`src/rtl/i2s_rc_pkg.sv`:
```
package i2s_rc_pkg;

  // One retimed serial-audio lane: clock, frame strobe, data.
  typedef struct packed {
    logic bclk;
    logic ws;
    logic sd;
  } i2s_lane_t;

  localparam int LANE_W = $bits(i2s_lane_t);

endpackage

```
`src/rtl/i2s_frame_counter.sv`:
```
module i2s_frame_counter #(
  parameter int CNT_W    = 8,
  parameter int BCLK_BIT = 1
) (
  input  logic clk,
  input  logic rst_n,
  output logic bclk_q,
  output logic ws_q
);

  localparam int WS_BIT = CNT_W - 1;

  logic [CNT_W-1:0] cnt_q, cnt_d;
  logic             bclk_d, ws_d;

  // Next state: plain binary count, both taps read from the current count.
  always_comb begin
    cnt_d  = cnt_q + 1'b1;
    bclk_d = cnt_q[BCLK_BIT];
    ws_d   = cnt_q[WS_BIT];
  end

  always_ff @(posedge clk or negedge rst_n) begin
    if (!rst_n) begin
      cnt_q  <= '0;
      bclk_q <= 1'b0;
      ws_q   <= 1'b0;
    end else begin
      cnt_q  <= cnt_d;
      bclk_q <= bclk_d;
      ws_q   <= ws_d;
    end
  end

  // frame strobe moves only together with a falling bit clock.
  p_ws_on_bclk_fall_r4: assert property (@(posedge clk) disable iff (!rst_n)
    (ws_q != $past(ws_q)) |-> $fell(bclk_q));

  // each bit-clock level lasts at least two master cycles.
  p_bclk_half_period_r2: assert property (@(posedge clk) disable iff (!rst_n)
    (bclk_q != $past(bclk_q)) |=> $stable(bclk_q));

endmodule

```
`src/rtl/i2s_sync_pipe.sv`:
```
module i2s_sync_pipe #(
  parameter int STAGES = 2,
  parameter int W      = 3
) (
  input  logic         clk,
  input  logic         rst_n,
  input  logic [W-1:0] din,
  output logic [W-1:0] dout
);

  logic [W-1:0] stg_q [STAGES];

  generate
    for (genvar i = 0; i < STAGES; i++) begin : g_stage
      logic [W-1:0] stg_d;
      if (i == 0) begin : g_first
        always_comb stg_d = din;
      end else begin : g_rest
        always_comb stg_d = stg_q[i-1];
      end
      always_ff @(posedge clk or negedge rst_n) begin
        if (!rst_n) stg_q[i] <= '0;
        else        stg_q[i] <= stg_d;
      end
    end
  endgenerate

  assign dout = stg_q[STAGES-1];

endmodule

```
`src/rtl/i2s_bclk_delay.sv`:
```
module i2s_bclk_delay #(
  parameter int DLY_MAX = 3,
  parameter int SEL_W   = 2
) (
  input  logic             clk,
  input  logic             rst_n,
  input  logic             bclk_in,
  input  logic             ws_in,
  input  logic             sd_in,
  input  logic [SEL_W-1:0] dly_sel,
  output logic             bclk_out,
  output logic             ws_out,
  output logic             sd_out
);

  logic [DLY_MAX-1:0] sh_q, sh_d;
  logic [SEL_W-1:0]   dly_q, dly_d, sel_clamped;
  logic               ws_prev_q;
  logic               ws_edge;
  logic [DLY_MAX:0]   taps;
  logic               bclk_d;

  always_comb begin
    ws_edge     = ws_in ^ ws_prev_q;
    sel_clamped = (dly_sel > SEL_W'(DLY_MAX)) ? SEL_W'(DLY_MAX) : dly_sel;
    dly_d       = ws_edge ? sel_clamped : dly_q;
    sh_d[0]     = bclk_in;
    for (int i = 1; i < DLY_MAX; i++) sh_d[i] = sh_q[i-1];
    taps[0]     = bclk_in;
    for (int i = 0; i < DLY_MAX; i++) taps[i+1] = sh_q[i];
    bclk_d      = taps[dly_q];
  end

  always_ff @(posedge clk or negedge rst_n) begin
    if (!rst_n) begin
      sh_q      <= '0;
      dly_q     <= '0;
      ws_prev_q <= 1'b0;
      bclk_out  <= 1'b0;
      ws_out    <= 1'b0;
      sd_out    <= 1'b0;
    end else begin
      sh_q      <= sh_d;
      dly_q     <= dly_d;
      ws_prev_q <= ws_in;
      bclk_out  <= bclk_d;
      ws_out    <= ws_in;
      sd_out    <= sd_in;
    end
  end

  // the delay setting holds while the frame strobe is steady.
  p_dly_hold_mid_frame_r8: assert property (@(posedge clk) disable iff (!rst_n)
    (ws_in == ws_prev_q) |=> $stable(dly_q));

  // with no delay, the output follows the source one cycle later.
  p_bclk_lag0_r7: assert property (@(posedge clk) disable iff (!rst_n)
    (dly_q == '0 && $past(dly_q) == '0) |-> (bclk_out == $past(bclk_in)));

  // with one cycle of delay, the output follows the source two cycles later.
  p_bclk_lag1_r7: assert property (@(posedge clk) disable iff (!rst_n)
    (dly_q == SEL_W'(1) && $past(dly_q) == SEL_W'(1)) |->
      (bclk_out == $past(bclk_in, 2)));

endmodule

```
`src/rtl/i2s_sync_reclock.sv`:
```
module i2s_sync_reclock
  import i2s_rc_pkg::*;
#(
  parameter int CNT_W       = 8,
  parameter int BCLK_BIT    = 1,
  parameter int SYNC_STAGES = 2,
  parameter int DLY_MAX     = 3,
  localparam int SEL_W      = (DLY_MAX < 2) ? 1 : $clog2(DLY_MAX + 1)
) (
  input  logic             clk,
  input  logic             rst_n,
  input  logic             master_mode,
  input  logic [SEL_W-1:0] dly_sel,
  input  logic             s_bclk,
  input  logic             s_ws,
  input  logic             sd_in,
  output logic             bclk_out,
  output logic             ws_out,
  output logic             sd_out
);

  // Reset: asserted at once, released on the master clock.
  logic rst_meta_q, rst_sync_n;
  always_ff @(posedge clk or negedge rst_n) begin
    if (!rst_n) begin
      rst_meta_q <= 1'b0;
      rst_sync_n <= 1'b0;
    end else begin
      rst_meta_q <= 1'b1;
      rst_sync_n <= rst_meta_q;
    end
  end

  logic gen_bclk, gen_ws;

  i2s_frame_counter #(
    .CNT_W    (CNT_W),
    .BCLK_BIT (BCLK_BIT)
  ) u_counter (
    .clk    (clk),
    .rst_n  (rst_sync_n),
    .bclk_q (gen_bclk),
    .ws_q   (gen_ws)
  );

  i2s_lane_t lane_raw, lane_sync;
  logic [LANE_W-1:0] lane_sync_bits;

  always_comb begin
    lane_raw.bclk = s_bclk;
    lane_raw.ws   = s_ws;
    lane_raw.sd   = sd_in;
  end

  i2s_sync_pipe #(
    .STAGES (SYNC_STAGES),
    .W      (LANE_W)
  ) u_retime (
    .clk   (clk),
    .rst_n (rst_sync_n),
    .din   (lane_raw),
    .dout  (lane_sync_bits)
  );

  assign lane_sync = i2s_lane_t'(lane_sync_bits);

  logic bclk_src, ws_src;
  always_comb begin
    bclk_src = master_mode ? gen_bclk : lane_sync.bclk;
    ws_src   = master_mode ? gen_ws   : lane_sync.ws;
  end

  i2s_bclk_delay #(
    .DLY_MAX (DLY_MAX),
    .SEL_W   (SEL_W)
  ) u_delay (
    .clk      (clk),
    .rst_n    (rst_sync_n),
    .bclk_in  (bclk_src),
    .ws_in    (ws_src),
    .sd_in    (lane_sync.sd),
    .dly_sel  (dly_sel),
    .bclk_out (bclk_out),
    .ws_out   (ws_out),
    .sd_out   (sd_out)
  );

  // all outputs are low whenever the reset input is low.
  p_reset_quiet_r1: assert property (@(posedge clk)
    !rst_n |-> (!bclk_out && !ws_out && !sd_out));

endmodule

```
`config.mk`:
```
export PLATFORM = sky130hd
export DESIGN_NAME = i2s_sync_reclock
export DESIGN_NICKNAME = d
export VERILOG_FILES = /design/src/rtl/i2s_rc_pkg.sv /design/src/rtl/i2s_frame_counter.sv /design/src/rtl/i2s_sync_pipe.sv /design/src/rtl/i2s_bclk_delay.sv /design/src/rtl/i2s_sync_reclock.sv
export SDC_FILE = /design/constraint.sdc
export NUM_CORES = 1
export LEC_CHECK = 0
export BUFFER_PORTS_ARGS = -buffer_cell sky130_fd_sc_hd__buf_2
export CORE_MARGIN = 1.5
export CORE_UTILIZATION = 45
export DETAILED_ROUTE_END_ITERATION = 10
export GPL_TIMING_DRIVEN = 1
export REMOVE_ABC_BUFFERS = 1
export SLEW_MARGIN = 10
export SYNTH_ARGS = -nofsm -noshare
export SYNTH_HDL_FRONTEND = slang
export SYNTH_SLANG_ARGS = --single-unit
```
`constraint.sdc`:
```
create_clock -name clk -period 2.47 [get_ports clk]
set_input_delay 0.3705 -clock clk [delete_from_list [all_inputs] [get_ports clk]]
set_output_delay 0.3705 -clock clk [all_outputs]
set_load 0.05 [all_outputs]
```
---- Yosys cells after proc, flatten, opt, wreduce, memory -nomap -nowiden ----
Index checks and enable logic that the tools add are counted.
word-level totals
  bits in registers ....................... 26
  input bits .............................. 8
  output and inout port bits .............. 3
  logic and storage cells ................. 21
cells by class
  add/sub/neg operators ................... 1
  $lt $le $gt $ge ......................... 2
  mux-type cells .......................... 5
  bitwise gates (word level) .............. 1
operators with widths
  kind                   number
  $add A8 B1 Y8 const B  1
  $lt A2 B3 Y1 const B   1
  $mux W1                3
  $bmux W1 S2            1
  $gt A2 B2 Y1 const B   1
  $mux W2                1
  $xor A1 B1 Y1          1

---- Logic depth before layout (Yosys ltp) ----
  depth in word-level cells ............... 3
  depth in mapped cells ................... 3
  mapped depth without buffers ............ 3

---- By module ----
Synthesis repeated with hierarchy kept, for this count alone.
second synthesis, totals
  cells, all modules ...................... 49
  area total of the unflattened synthesis .. 847.1 µm²
modules (own cells, without submodules)
  module             times used  cells each  area each (µm²)  seq. area each (µm²)
  i2s_frame_counter  1           26          366.6            250.2
  i2s_bclk_delay     1           12          254.0            200.2
  i2s_sync_pipe      1           6           150.1            150.1
  i2s_sync_reclock   1           5           76.3             50.0

---- Worst setup path after synthesis ----
Ideal clock, no wire load.
  path type ............................... reg2reg
  start point ............................. register u_delay.ws_prev_q
  end point ............................... register u_delay.dly_q[0]
  setup time .............................. 0.125 ns
  arrival time ............................ 1.181 ns
  data required time ...................... 2.345 ns
  slack ................................... 1.164 ns
  cell stages (with the launch flop) ...... 3
  buffers on the path ..................... 0
  clock period less this slack ............ 1.306 ns
  cells stage by stage .................... dfrtp_1 -> xor2_2 -> mux2_2
between the ends
  longest elaborated chain between the ends .. 1
RTL lines
  element                 RTL line              text
  start, declared         i2s_bclk_delay.sv:18  logic ws_prev_q;
  start signal, assigned  i2s_bclk_delay.sv:45  ws_prev_q <= ws_in;
  $xor A1 B1 Y1           i2s_bclk_delay.sv:24  ws_edge = ws_in ^ ws_prev_q;
  end signal, assigned    i2s_bclk_delay.sv:44  dly_q <= dly_d;
  end, declared           i2s_bclk_delay.sv:17  logic [SEL_W-1:0] dly_q, dly_d, sel_clamped;
No other way between the ends.
A chain may end at the register's enable or synchronous reset.

==> metrics.md <==
| Metric | Value |
|---|---|
| Worst setup SP type | `register` |
| FF-to-FF setup slack | `1180 ps` |
| Starting Density | `~49%` |
| Hold Fails Final Rpt | `0` |
| Crit Path Max Fanout | `2` |
| EDFF count, synth | `0` |
| Async S/R FF share, synth | `100%` |
| Data arrival, critical path | `1000 ps` |
| RR Startpoint | `u_retime.dout[1]` |
| Vias in the first global route | `between 400 and 500` |
| Synth cell types | `12` |
| Final WS setup | `1100 ps` |
| Std cell rows | `15` |
| Hold Startpoint | `sd_in` |
| Syn avg cell area | `about 18 um2` |
| DRT Pass-1 Iters | `4` |
| Max Freq | `between 700 and 800 MHz` |
| Post-Place Cells | `83` |
| Min cycle time layout | `1370 ps` |
| Worst hold slack | `151 ps` |
| Post-Synthesis Cell Area | `856 um2` |
| Dominant cell type by area after synthesis | `dfrtp_1` |
| Overall power | `801 uW` |
| Post-route ant nets | `0` |
| Max-cap violation count | `0` |
| Placeable Area | `1760 um2` |
| Sequential share of power | `approximately 58%` |
| HP Class | `in2reg` |
| H-tree depth | `1` |
| Via Count | `around 400` |
| Slew of the pin with the lowest slew margin | `898 ps` |
| Worst-path clk slew | `130 ps` |
| Num CTS Buffers | `3` |
| Final Max Tran Viols | `0` |
| CTS tree | `built` |
| Die X | `~47 um` |
| Clk_lat worst skew | `310 ps` |
| Reg2Reg Depth | `3` |
| Pwr dens | `approximately 800 nW/um2` |
| Ys flop type | `dfrtp_1` |
| Drt wl/cell | `12.0 um` |
| Fin util | `56.7%` |
| Area growth syn-to-layout | `16.8%` |
| Top-Level Pins | `11` |
| CP Data Required Time | `between 2000 and 2500 ps` |
| Max_slew headroom | `40.1%` |
| Grt ovf | `0` |
| Max incr delay on CP | `between 400 and 500 ps` |
| Leading cell types by count after synthesis | `dfrtp_1 (26), nand3_1 (5), xnor2_1 (5)` |
| Placer Congestion | `0.666` |
| CP max stage cell | `dfrtp_1` |
| Setup CP Type | `reg2out` |
| Global Route Usage Sum | `between 10% and 20%` |
| Unrepaired setup endpoints after global routing | `false` |
| Final setup vio count | `0` |
| Layout fillers | `160` |
| Fin nets | `between 70 and 80` |
| Fraction of final layout cells sized beyond drive strength 1 | `30.2%` |
| I/O Buffers | `10` |
| Multi-input logic area | `201 um2` |
| R2R Path End | `u_delay.dly_q[0]` |
| Detailed Place HPWL | `734 um` |
| CP bufs+invs | `1` |
| First-pass GRT wire length | `1.73 mm` |
| WHS Path Cells | `1` |
| Final instance area | `1000 um2` |
| DRC errors left | `0` |
| P_sw | `between 150 and 200 uW` |
| P_leak | `0.478 nW` |
| Status | `completed` |
| Largest net degree at the start of global routing | `25` |
| Cell family with most CP delay | `flip-flops` |
| Post-synthesis sequential area ratio | `76.0%` |
| Dominant cells by area after synthesis | `dfrtp_1 (76%), xnor2_1 (5.1%), mux2_4 (3.5%), mux4_1 (3.1%), nand3_1 (2.9%)` |
| Switching Fraction | `20.8%` |
| Initial antenna violation count | `0` |
| Post-DP Area | `937 um2` |
| Crit share post-route | `roughly 55%` |
| Internal | `634 uW` |
| Clk sink count | `26` |
| Hold Path End | `u_retime.g_stage[1].stg_d[0]` |
| Final wirelength | `1.06 mm` |
| Die area | `2170 um2` |
| FF+latch count, synth | `26` |
| Comb pwr share | `7.0%` |
| Yosys Warn Count | `0` |
| Most frequent cell after synthesis | `dfrtp_1` |
| Post-synth top area share | `between 70% and 80%` |
| Initial DRC Count | `5` |
| Final Non-Filler Cells | `slightly below 90` |
| Chip height | `46.6 um` |
| CP Depth | `1` |
| Maximum vdd drop | `0.487 mV` |
| Setup Skew | `around 2.9 ps` |
| Setup TNS | `0 ps` |
| Ant. Diodes | `0` |
| CTS resizes | `0` |
| Root Buffer | `clkbuf_4` |
| Critical path endpoint category | `primary output` |
| CP Cell Sequence | `buf_2` |
| Register area | `651 um2` |
| CTS Buffer Depth | `2` |
| Via/cell ratio | `4.59` |
| Post-Synthesis Cells | `48` |
| Post-place setup slack | `1020 ps` |
| Clock share of power | `between 30% and 40%` |
power groups by stage:
stage,logic (mW),clock network (mW),registers [mW]
after floorplan,0.0182,0,0.490
after global placement,0.0546,0,0.471
after detailed placement,0.0556,0,0.472
after CTS,0.0571,0.288,0.463
after global routing,0.0594,0.309,0.466
final,0.0563,0.283,0.462
worst max-delay path by stage:
| stage | from | endpoint | slack [ps] |
|---|---|---|---|
| 2_1_floorplan | u_delay.ws_prev_q | u_delay.dly_q[0] | 1160 |
| 5_1_grt | u_delay.ws_prev_q | ws_out | 1050 |
| 3_3_place_gp | master_mode | u_delay.dly_q[1] | 1010 |
| 3_5_place_dp | master_mode | u_delay.dly_q[1] | 1020 |
| 4_1_cts | u_delay.ws_prev_q | ws_out | 1090 |
| 6_report | u_delay.ws_prev_q | ws_out | 1100 |
final cells by class:
cell class / instances / area share [%]
Clock inverter: 1 / 3.00
Sequential cell: 26 / 65.1
Multi-Input combinational cell: 21 / 20.2
Timing Repair Buffer: 11 / 6.01
Inverter: 1 / 0.375
Tap cell: 25 / 3.13
Clock buffer: 3 / 2.25
cells in the final DEF (no fill, tap or decap), drive strengths merged, types with 2 or more instances in the layout:
master  netlist  final
dfrtp        26     26
buf           0     10
nand3         5      5
xnor2         5      5
mux2          4      4
clkbuf        0      3
and3          2      2
xor2          2      2
routing by layer:
metal | up-vias | wire length [um] | global-route usage (%)
li1 | 188 | - | -
met1 | 200 | 451 | 14.1
met2 | 14 | 516 | 20.0
met3 | 2 | 78 | 5.88
met4 | 0 | 14 | 5.00
met5 | - | 0 | 0
sequential cells by signal (all words and copies together) (netlist names):
name                    count
u_delay.ws_prev_q           1
u_counter.cnt_q             8
u_delay.sd_out              1
u_counter.bclk_q            1
u_delay.dly_q               2
u_retime.g_stage.stg_d      3
u_delay.bclk_out            1
u_delay.sh_q                3
rst_sync_n                  1
u_counter.ws_q              1
rst_meta_q                  1
u_retime.dout               3
kinds of logic (layout without fill, tap and decap cells):
| kind of cell | Yosys count | after routing | share of synthesized area (%) |
|---|---|---|---|
| xor+xnor | 7 | 7 | 8.04 |
| fa+ha+maj | 1 | 1 | 1.46 |
| buf+inv | 1 | 16 | 0.438 |
| flops | 26 | 26 | 76.0 |
| mux | 5 | 5 | 9.21 |
| other cells | 1 | 1 | 0.438 |
| simple gates | 7 | 7 | 4.39 |
timing repair:
action,in CTS,in global routing
hold buffers,1,0
endpoints found under the hold margin,2,0
buffers inserted,0,0
(Power assumes the default switching activity.)
